$ cat src/rtl/dac_dbuf_pkg.sv
package dac_dbuf_pkg;
    typedef enum logic [2:0] {
        ST_HOLD      = 3'd0,
        ST_LOAD_ALL  = 3'd1,
        ST_LOAD_LOW  = 3'd2,
        ST_XFER      = 3'd3,
        ST_LOAD_XFER = 3'd4
    } bus_act_e;
endpackage

$ cat src/rtl/dac_dbuf_ctrl.sv
module dac_dbuf_ctrl
    import dac_dbuf_pkg::*;
(
    input  logic     clk,
    input  logic     rst_n,
    input  logic     cs_n,
    input  logic     wr_n,
    input  logic     bsel,
    input  logic     xfer_n,
    output logic     ld_high,
    output logic     ld_low,
    output logic     low_from_top,
    output logic     do_xfer,
    output bus_act_e act_q
);
    bus_act_e act_d;

    // decode the control levels into one action
    always_comb begin
        if (!wr_n && !bsel && !xfer_n)
            act_d = cs_n ? ST_XFER : ST_LOAD_XFER;
        else if (!wr_n && !cs_n)
            act_d = bsel ? ST_LOAD_ALL : ST_LOAD_LOW;
        else
            act_d = ST_HOLD;
    end

    // state register
    always_ff @(posedge clk or negedge rst_n) begin
        if (!rst_n) act_q <= ST_HOLD;
        else        act_q <= act_d;
    end

    // output decode
    always_comb begin
        ld_high      = 1'b0;
        ld_low       = 1'b0;
        low_from_top = 1'b0;
        do_xfer      = 1'b0;
        unique case (act_d)
            ST_HOLD: ;
            ST_LOAD_ALL: begin
                ld_high = 1'b1;
                ld_low  = 1'b1;
            end
            ST_LOAD_LOW: begin
                ld_low       = 1'b1;
                low_from_top = 1'b1;
            end
            ST_XFER: do_xfer = 1'b1;
            ST_LOAD_XFER: begin
                ld_low       = 1'b1;
                low_from_top = 1'b1;
                do_xfer      = 1'b1;
            end
            default: ;
        endcase
    end
endmodule

$ cat src/rtl/dac_dbuf_latch.sv
module dac_dbuf_latch #(
    parameter int CODE_W = 10,
    parameter int LOW_W  = 2
) (
    input  logic              clk,
    input  logic              rst_n,
    input  logic              ld_high,
    input  logic              ld_low,
    input  logic              low_from_top,
    input  logic [CODE_W-1:0] din,
    output logic [CODE_W-1:0] latch_q,
    output logic [CODE_W-1:0] latch_d
);
    localparam int HIGH_W = CODE_W - LOW_W;

    logic [HIGH_W-1:0] high_q, high_d;
    logic [LOW_W-1:0]  low_q,  low_d;

    always_comb begin
        high_d = ld_high ? din[CODE_W-1:LOW_W] : high_q;
        if (!ld_low)
            low_d = low_q;
        else if (low_from_top)
            low_d = din[CODE_W-1 -: LOW_W];
        else
            low_d = din[LOW_W-1:0];
    end

    always_ff @(posedge clk or negedge rst_n) begin
        if (!rst_n) begin
            high_q <= '0;
            low_q  <= '0;
        end else begin
            high_q <= high_d;
            low_q  <= low_d;
        end
    end

    assign latch_q = {high_q, low_q};
    assign latch_d = {high_d, low_d};
endmodule

$ cat src/rtl/dac_dbuf_reg.sv
module dac_dbuf_reg #(
    parameter int CODE_W = 10
) (
    input  logic              clk,
    input  logic              rst_n,
    input  logic              do_xfer,
    input  logic [CODE_W-1:0] src,
    output logic [CODE_W-1:0] code_q
);
    always_ff @(posedge clk or negedge rst_n) begin
        if (!rst_n)       code_q <= '0;
        else if (do_xfer) code_q <= src;
    end
endmodule

$ cat src/rtl/dac_dbuf_front.sv
module dac_dbuf_front
    import dac_dbuf_pkg::*;
#(
    parameter int CODE_W = 10,
    parameter int LOW_W  = 2
) (
    input  logic              clk,
    input  logic              rst_n,
    input  logic              cs_n,
    input  logic              wr_n,
    input  logic              bsel,
    input  logic              xfer_n,
    input  logic [CODE_W-1:0] din,
    output logic [CODE_W-1:0] latch_code,
    output logic [CODE_W-1:0] dac_code
);
    logic              ld_high, ld_low, low_from_top, do_xfer;
    logic [CODE_W-1:0] latch_next;
    bus_act_e          act_q;

    dac_dbuf_ctrl u_ctrl (
        .clk(clk), .rst_n(rst_n), .cs_n(cs_n), .wr_n(wr_n),
        .bsel(bsel), .xfer_n(xfer_n), .ld_high(ld_high), .ld_low(ld_low),
        .low_from_top(low_from_top), .do_xfer(do_xfer), .act_q(act_q)
    );

    dac_dbuf_latch #(.CODE_W(CODE_W), .LOW_W(LOW_W)) u_latch (
        .clk(clk), .rst_n(rst_n), .ld_high(ld_high), .ld_low(ld_low),
        .low_from_top(low_from_top), .din(din),
        .latch_q(latch_code), .latch_d(latch_next)
    );

    // transfer takes the value the latch holds after this edge
    dac_dbuf_reg #(.CODE_W(CODE_W)) u_dac (
        .clk(clk), .rst_n(rst_n), .do_xfer(do_xfer),
        .src(latch_next), .code_q(dac_code)
    );
endmodule

$ cat config.mk
export PLATFORM = sky130hd
export DESIGN_NAME = dac_dbuf_front
export DESIGN_NICKNAME = d
export VERILOG_FILES = /design/src/rtl/dac_dbuf_pkg.sv /design/src/rtl/dac_dbuf_ctrl.sv /design/src/rtl/dac_dbuf_latch.sv /design/src/rtl/dac_dbuf_reg.sv /design/src/rtl/dac_dbuf_front.sv
export SDC_FILE = /design/constraint.sdc
export NUM_CORES = 1
export LEC_CHECK = 0
export BUFFER_PORTS_ARGS = -buffer_cell sky130_fd_sc_hd__buf_2
export CORE_MARGIN = 4
export CORE_UTILIZATION = 48
export CTS_BUF_LIST = sky130_fd_sc_hd__clkbuf_4 sky130_fd_sc_hd__clkbuf_8 sky130_fd_sc_hd__clkbuf_16
export CTS_CLUSTER_DIAMETER = 30
export DETAILED_ROUTE_END_ITERATION = 8
export PLACE_DENSITY = 0.83
export REMOVE_ABC_BUFFERS = 1
export SETUP_SLACK_MARGIN = 0.2
export SLEW_MARGIN = 30
export SYNTH_ARGS = -nofsm -noshare
export SYNTH_HDL_FRONTEND = slang
export SYNTH_SLANG_ARGS = --single-unit
$ cat constraint.sdc
create_clock -name clk -period 1.7 [get_ports clk]
set_input_delay 0.085 -clock clk [delete_from_list [all_inputs] [get_ports clk]]
set_output_delay 0.085 -clock clk [all_outputs]
set_load 0.1 [all_outputs]
==> results of run 1 <==
cell usage after synthesis (all sizes together):
| library cell | count |
|---|---|
| dfrtp | 20 |
| mux2 | 20 |
| mux2i | 2 |
| o21ai | 2 |
| o31ai | 2 |
| clkbuf | 1 |
| nor3 | 1 |
| nor3b | 1 |
how the worst max path moves through the flow:
stage / end / depth (start not counted)
2_1_floorplan: u_dac.code_q[0] / 2
3_3_place_gp: u_dac.code_q[3] / 3
3_5_place_dp: u_dac.code_q[5] / 3
4_1_cts: latch_code[2] / 1
5_1_grt: latch_code[0] / 1
6_report: latch_code[2] / 1
flip-flops by register name, summed over array words and instances, names as in the netlist:
register / flops
u_dac.code_q: 10
u_latch.high_q: 8
u_latch.low_q: 2
metrics by stage:
| step | hold WS (ns) | instance area (µm²) | setup WS (ns) | cells |
|---|---|---|---|---|
| global route | 0.00238 | 1060 | 0.453 | 105 |
| detailed placement | 0.0529 | 1000 | 0.438 | 99 |
| global placement | 0.0492 | 1000 | 0.460 | 99 |
| finish | 0.0213 | 1060 | 0.507 | 105 |
| CTS | 0.0102 | 1050 | 0.497 | 104 |
| floorplan | -0.211 | 806 | 0.182 | 48 |
area by class of cell:
| type | count | area (µm²) |
|---|---|---|
| sequential | 20 | 500 |
| fill | 122 | 484 |
| multi-input combinational | 28 | 305 |
| timing repair buffer | 37 | 195 |
| clock buffer | 4 | 36.3 |
| tap | 16 | 20.0 |
layer usage:
| layer | up-vias | wire length, µm | global-route usage [%] |
|---|---|---|---|
| met5 | - | 0 | 0 |
| met4 | 0 | 11 | 6.73 |
| met3 | 2 | 104 | 2.45 |
| met2 | 20 | 793 | 22.1 |
| met1 | 253 | 666 | 17.7 |
| li1 | 258 | - | - |
power by group through the flow:
stage | Sequential, mW | Combinational (mW) | Clock, mW
final | 0.651 | 1.16 | 0.265
after global routing | 0.669 | 1.19 | 0.300
after CTS | 0.653 | 1.16 | 0.274
after detailed placement | 0.661 | 1.16 | 0
after global placement | 0.654 | 1.15 | 0
after floorplan | 1.51 | 0.123 | 0
cell families after synthesis:
| family | after synthesis | synth area share (%) |
|---|---|---|
| compound gates | 4 | 3.09 |
| buf+inv | 1 | 0.463 |
| flops | 20 | 61.8 |
| mux | 22 | 30.3 |
| simple gates | 2 | 4.33 |
repair_timing:
action,CTS,global route
hold buffers,1,1
hold endpoints to repair,20,1
resized for setup,0,0
==> metrics, run 1 <==
WP data required 1.62 ns; worst-margin pin slew 0.521 ns; Worst slew margin 65.1%; min cycle time layout 1.19 ns; slowest library cell on the worst path buf_2; vias in the first global route 563; vias per cell 5.08; sw power 1.17 mW; Register-to-Register Path Depth 2; Clock Power Share 12.8%; port bufs 35; Hold Violations, Final 0; num ports 36; Avg WL per Cell 15.0 µm; initial antenna violation count 0; sequential share of power 31.4%; CP peak stage delay 0.43 ns; Area contributors post-synth dfrtp_1 62%, mux2_2 28%, mux2i_1 2.5%, nor3b_4 2.3%, nor3_4 2.0%; RSZ-0062 raised after global routing no; grt ovf 0; core area 1540 µm²; top-area cell type share of the netlist area 61.8%; starting density of the core 52.5%; Slew Viols, Final 0; hold path cells 2; pin count of the biggest net entering global routing 21; synth warn 0; type of destination of the critical path output port; Clock Sinks 20; fin util 68.6%; Routed WL 1580 µm; gr usage total 13.8%; commonest non-fill, non-tap cell in the layout buf_2; worst path bufs/invs 1; Worst R2R Start u_latch.low_q[0]; Startpoint Class register; RR Endpoint u_dac.code_q[0]; Syn Inst Count 49; first-pass GRT wire length 2620 µm; reg-to-reg setup timing slack 0.68 ns; Final Skew 0.00427 ns; via count 533; final setup TNS 0 ns; Max Fclk 838 MHz; Internal 0.907 mW; insertion delay to the later sink of the worst-skew pair 0.29 ns; height of the die 49.1 µm; DP HPWL 1190 µm; CP Launch Point u_latch.high_q[0]; Worst Hold Path EP u_latch.high_q[4]; leading area contributor after synthesis dfrtp_1; WS Path Type reg2out; post-route ant nets 0; Maximum Capacitance Violations 0; Sw Ratio 56.3%; Die X 49.1 µm; Leak 0.516 nW; Synth cell types 8; Comb pwr share 55.8%; commonest non-fill, non-tap cells in the layout 35 x buf_2, 20 x mux2_2, 20 x dfrtp_1; PwrDens 1960 nW/µm²; Min-Delay Path Class in2reg; Placer Congestion 0.669; CP Cell Sequence buf_2; register area share after synthesis 61.8%; mapped cell area 810 µm²; outcome complete, no violations; Min-Delay Startpoint din[6]; critical path peak fanout 3; total CTS buffers 3; final worst-path cycle share 70.2%; cell family with most CP delay buffers and inverters; Die Area 2410 µm²; Worst-path clk slew 0.11 ns; worst IR drop on VDD 0.00139 V; DRC violations left 0; Post-CTS Setup Repair Bufs 0; diode count 0; Final setup viols 0; 1st-iter DRT viols 0; clock root cell clkbuf_4; Total Power 2.07 mW; layout cells sized above 1 68.5%; post-synthesis register bit count 20; Mean Syn Cell Area 16.5 µm²; crit path DAT 1.11 ns; CTS H-tree depth 1; std cell rows 14; first drt pass iteration count 1; clk buf depth 2; synthesis-to-layout area growth 30.6%; final net count 106; CTS tree built
Note: power is estimated with default switching activity, not from simulation.
==> inputs of run 2 (changes only) <==
- CORE_UTILIZATION: 48 -> 40
- PLACE_DENSITY: 0.83 -> 0.74
- clock period: 1.7 -> 1 ns (I/O delays scaled with it)
==> metrics, run 2 (same netlist as run 1, synthesis figures left out) <==
clock root cell clkbuf_4; vias per cell 4.98; Min-Delay Startpoint din[9]; crit path DAT 1.02 ns; Top Registers u_dac.code_q x10, u_latch.high_q x8, u_latch.low_q x2; grt ovf 0; failing checks negative setup slack; num ports 36; Routed WL 2690 µm; insertion delay to the later sink of the worst-skew pair 0.30 ns; Placer Congestion 0.699; RSZ-0062 raised after global routing yes; reg-to-reg setup timing slack -0.06 ns; critical path peak fanout 2; height of the die 53.0 µm; worst-margin pin slew 0.435 ns; Avg WL per Cell 19.6 µm; min cycle time layout 1.07 ns; fin util 86.2%; CTS tree built; commonest non-fill, non-tap cell in the layout buf_12; vias in the first global route 706; max reg flops 10; via count 682; gr usage total 18.8%; clk buf depth 2; hold path cells 2; port bufs 35; Die X 53.0 µm; Biggest register u_dac.code_q; core area 1940 µm²; Die Area 2810 µm²; Worst R2R Start u_latch.low_q[1]; Final setup viols 7; Maximum Capacitance Violations 0; dpl ws -0.0617 ns; type of destination of the critical path output port; worst setup margin -0.0689 ns; Hold Violations, Final 0; post-route ant nets 0; pin count of the biggest net entering global routing 21; CTS H-tree depth 1; RR Endpoint u_dac.code_q[1]; first drt pass iteration count 4; Clock Sinks 20; final net count 127; diode count 0; Startpoint Class register; Leak 0.794 nW; Slew Viols, Final 0; Max Fclk 936 MHz; DRC violations left 0; Worst slew margin 71.0%; outcome complete, but fails checks; 1st-iter DRT viols 12; layout cells sized above 1 72.7%; commonest non-fill, non-tap cells in the layout 22 x buf_12, 19 x dfrtp_1, 18 x mux2_4; CP Launch Point u_latch.low_q[1]; Register-to-Register Path Depth 2; final worst-path cycle share 107%; Worst Hold Path EP u_latch.high_q[7]; starting density of the core 41.7%; std cell rows 16; DP HPWL 1490 µm; Worst-path clk slew 0.12 ns; Final Skew 0.00365 ns; PwrDens 2800 nW/µm²; first-pass GRT wire length 3680 µm; synthesis-to-layout area growth 107%; worst IR drop on VDD 0.00263 V; initial antenna violation count 0; total CTS buffers 3; Min-Delay Path Class in2reg; WP data required 0.95 ns; WS Path Type reg2out
## run 2: cell types whose count changed in the layout (fill, tap and decap cells not counted), moves of 5 or more
cell,before,now
buf_12,0,22
buf_2,35,15
buf_4,0,6
buf_6,0,8
dlygate4sd3_1,2,7
mux2_2,20,2
mux2_4,0,18
## run 2: per-stage QoR
| stage | cells | cell area [µm²] | hold WS [ns] | power, mW | TNS (ns) |
|---|---|---|---|---|---|
| after floorplan | 48 | 806 | -0.246 | 2.77 | -5.88 |
| after global placement | 119 | 1410 | 0.00914 | 3.86 | -0.243 |
| after detailed placement | 119 | 1410 | 0.0165 | 3.91 | -0.855 |
| after CTS | 133 | 1620 | 0.00285 | 4.57 | -0.208 |
| after global routing | 137 | 1670 | 0.00562 | 4.82 | -0.764 |
| final | 137 | 1670 | 0.00614 | 4.68 | -0.251 |
## run 2: where the power goes
part	internal [mW]	leakage, nW	switching [mW]
Clock	0.222	0.0210	0.258
Combinational	1.18	0.534	1.76
Sequential	1.00	0.239	0.258
Total	2.41	0.794	2.27
## run 2: final cells by class
type,count,area (µm²)
fillers,89,268
flip-flops and latches,20,502
repair buffers,58,721
well taps,27,33.8
multi-input cells,28,382
clock buffers,4,36.3
## run 2: critical path: stages (launching register included)
cell and delay [ns]:
dfrtp_1 0.43, buf_6 0.13, buf_12 0.15
## run 2: timing repair
| action | CTS | global route |
|---|---|---|
| hold endpoints to repair | 26 | 0 |
| setup endpoints to repair | 40 | 40 |
| buffers inserted | 3 | 4 |
| gates resized for setup | 23 | 8 |
| hold buffers | 7 | 0 |
## run 2: worst max path at each step
stage | slack (ns) | depth (start not counted) | endpoint
after global placement | -0.02 | 4 | u_dac.code_q[1]
after global routing | -0.1 | 2 | latch_code[1]
after detailed placement | -0.06 | 4 | u_latch.high_q[3]
final | -0.07 | 2 | latch_code[1]
after floorplan | -0.52 | 2 | u_dac.code_q[0]
after CTS | -0.06 | 2 | latch_code[1]
## run 2: routing by layer
layer	vias up	wire, µm	track usage (%)
li1	299	-	-
met1	341	955	22.0
met2	34	1470	34.9
met3	8	178	3.10
met4	0	80	5.11
met5	-	0	0
==> inputs of run 3 (changes only) <==
- ABC_CLOCK_PERIOD_IN_PS: not set -> 1000
- CELL_PAD_IN_SITES_DETAIL_PLACEMENT: not set -> 0
- CELL_PAD_IN_SITES_GLOBAL_PLACEMENT: not set -> 1
- CORE_UTILIZATION: 40 -> 34
- CTS_BUF_LIST: sky130_fd_sc_hd__clkbuf_4 sky130_fd_sc_hd__clkbuf_8 sky130_fd_sc_hd__clkbuf_16 -> sky130_fd_sc_hd__clkbuf_4
- PLACE_DENSITY: 0.74 -> 0.79
==> metrics, run 3 (same netlist as run 1, synthesis figures left out) <==
grt ovf 0; Biggest register u_dac.code_q; failing checks negative setup slack; Leak 0.848 nW; first-pass GRT wire length 4110 µm; type of destination of the critical path output port; Slew Viols, Final 0; Seq. cell area 502 µm²; commonest non-fill, non-tap cells in the layout 21 x buf_12, 19 x dfrtp_1, 18 x mux2_4; dpl ws -0.0428 ns; Worst-path clk slew 0.12 ns; diode count 0; worst-margin pin slew 0.454 ns; Die X 56.8 µm; std cell rows 17; worst IR drop on VDD 0.00257 V; layout cells sized above 1 74.8%; CTS tree built; Die Area 3230 µm²; fin util 79.5%; clk buf depth 2; min cycle time layout 1.04 ns; Placer Congestion 0.710; Hold Violations, Final 0; outcome complete, but fails checks; initial antenna violation count 0; commonest non-fill, non-tap cell in the layout buf_12; WS Path Type reg2out; port bufs 35; critical path peak fanout 2; vias in the first global route 756; num ports 36; max reg flops 10; Final setup viols 5; slowest library cell on the worst path dfrtp_1; first drt pass iteration count 2; final worst-path cycle share 104%; insertion delay to the later sink of the worst-skew pair 0.31 ns; Startpoint Class register; Fill cells 127; Clock Sinks 20; 1st-iter DRT viols 3; CP Cell Sequence buf_6 > buf_12; Min-Delay Path Class in2reg; RSZ-0062 raised after global routing yes; PwrDens 2800 nW/µm²; via count 701; WP data required 0.95 ns; synthesis-to-layout area growth 119%; Max Fclk 961 MHz; Avg WL per Cell 17.1 µm; crit path DAT 0.99 ns; Routed WL 2510 µm; DP HPWL 1470 µm; DRC violations left 0; total CTS buffers 3; area of the multi-input gates 393 µm²; worst setup margin -0.0406 ns; height of the die 56.8 µm; CP peak stage delay 0.41 ns; WHS 0.00602 ns; Top Registers u_dac.code_q x10, u_latch.high_q x8, u_latch.low_q x2; Worst slew margin 69.8%; gr usage total 16.9%; pin count of the biggest net entering global routing 21; clock root cell clkbuf_4; post-route ant nets 0; Maximum Capacitance Violations 0; CTS H-tree depth 1; Final Skew 0.000274 ns; core area 2230 µm²; vias per cell 4.77; starting density of the core 36.2%; final net count 136
run 3: metrics by stage:
| stage | TNS, ns | total power, mW | cell area [µm²] | cells |
|---|---|---|---|---|
| 6_report | -0.149 | 4.97 | 1780 | 147 |
| 5_1_grt | -0.484 | 5.12 | 1780 | 147 |
| 4_1_cts | -0.166 | 4.85 | 1690 | 140 |
| 3_5_place_dp | -0.480 | 3.90 | 1400 | 120 |
| 3_3_place_gp | -0.377 | 3.87 | 1400 | 120 |
| 2_1_floorplan | -5.88 | 2.77 | 806 | 48 |
run 3: layout make-up:
| type | count | area share (%) |
|---|---|---|
| multi-input combinational | 28 | 22.1 |
| sequential | 20 | 28.3 |
| clock buffer | 3 | 1.27 |
| tap | 28 | 1.97 |
| timing repair buffer | 67 | 44.7 |
| clock inverter | 1 | 1.69 |
run 3: power by group:
part	internal, mW	total, mW	switching (mW)
Clock	0.406	0.666	0.260
Sequential	1.00	1.23	0.230
Combinational	1.29	3.07	1.79
Total	2.70	4.97	2.28
run 3: worst paths after layout:
check,start,end,slack [ns],cells after the start
min in group asynchronous,rst_n,u_latch.high_q[7],0.24,2
max reg2reg,u_latch.low_q[1],u_dac.code_q[1],-0.04,2
min reg2reg,u_dac.code_q[7],u_dac.code_q[7],0.59,1
max,u_latch.low_q[1],latch_code[1],-0.04,2
max in group asynchronous,rst_n,u_latch.high_q[0],0.41,2
min,din[9],u_latch.high_q[7],0.006,2
run 3: critical path, delay by kind of cell (launching register included):
kind,cells,cell delay (ns)
buffers and inverters,2,0.28
flip-flops,1,0.41
run 3: routing by layer:
| layer | global-route usage [%] | routed length (µm) | vias to the layer above |
|---|---|---|---|
| met4 | 6.95 | 43 | 0 |
| met1 | 19.5 | 993 | 353 |
| met3 | 3.45 | 130 | 5 |
| li1 | - | - | 320 |
| met5 | 0 | 0 | - |
| met2 | 30.0 | 1340 | 23 |
run 3: timing repair:
| action | CTS | global route |
|---|---|---|
| pin swaps | 0 | 0 |
| hold endpoints to repair | 27 | 0 |
| endpoints found under the setup margin | 40 | 40 |
| resized for setup | 28 | 9 |
| buffers inserted | 8 | 7 |
| hold buffers | 8 | 0 |
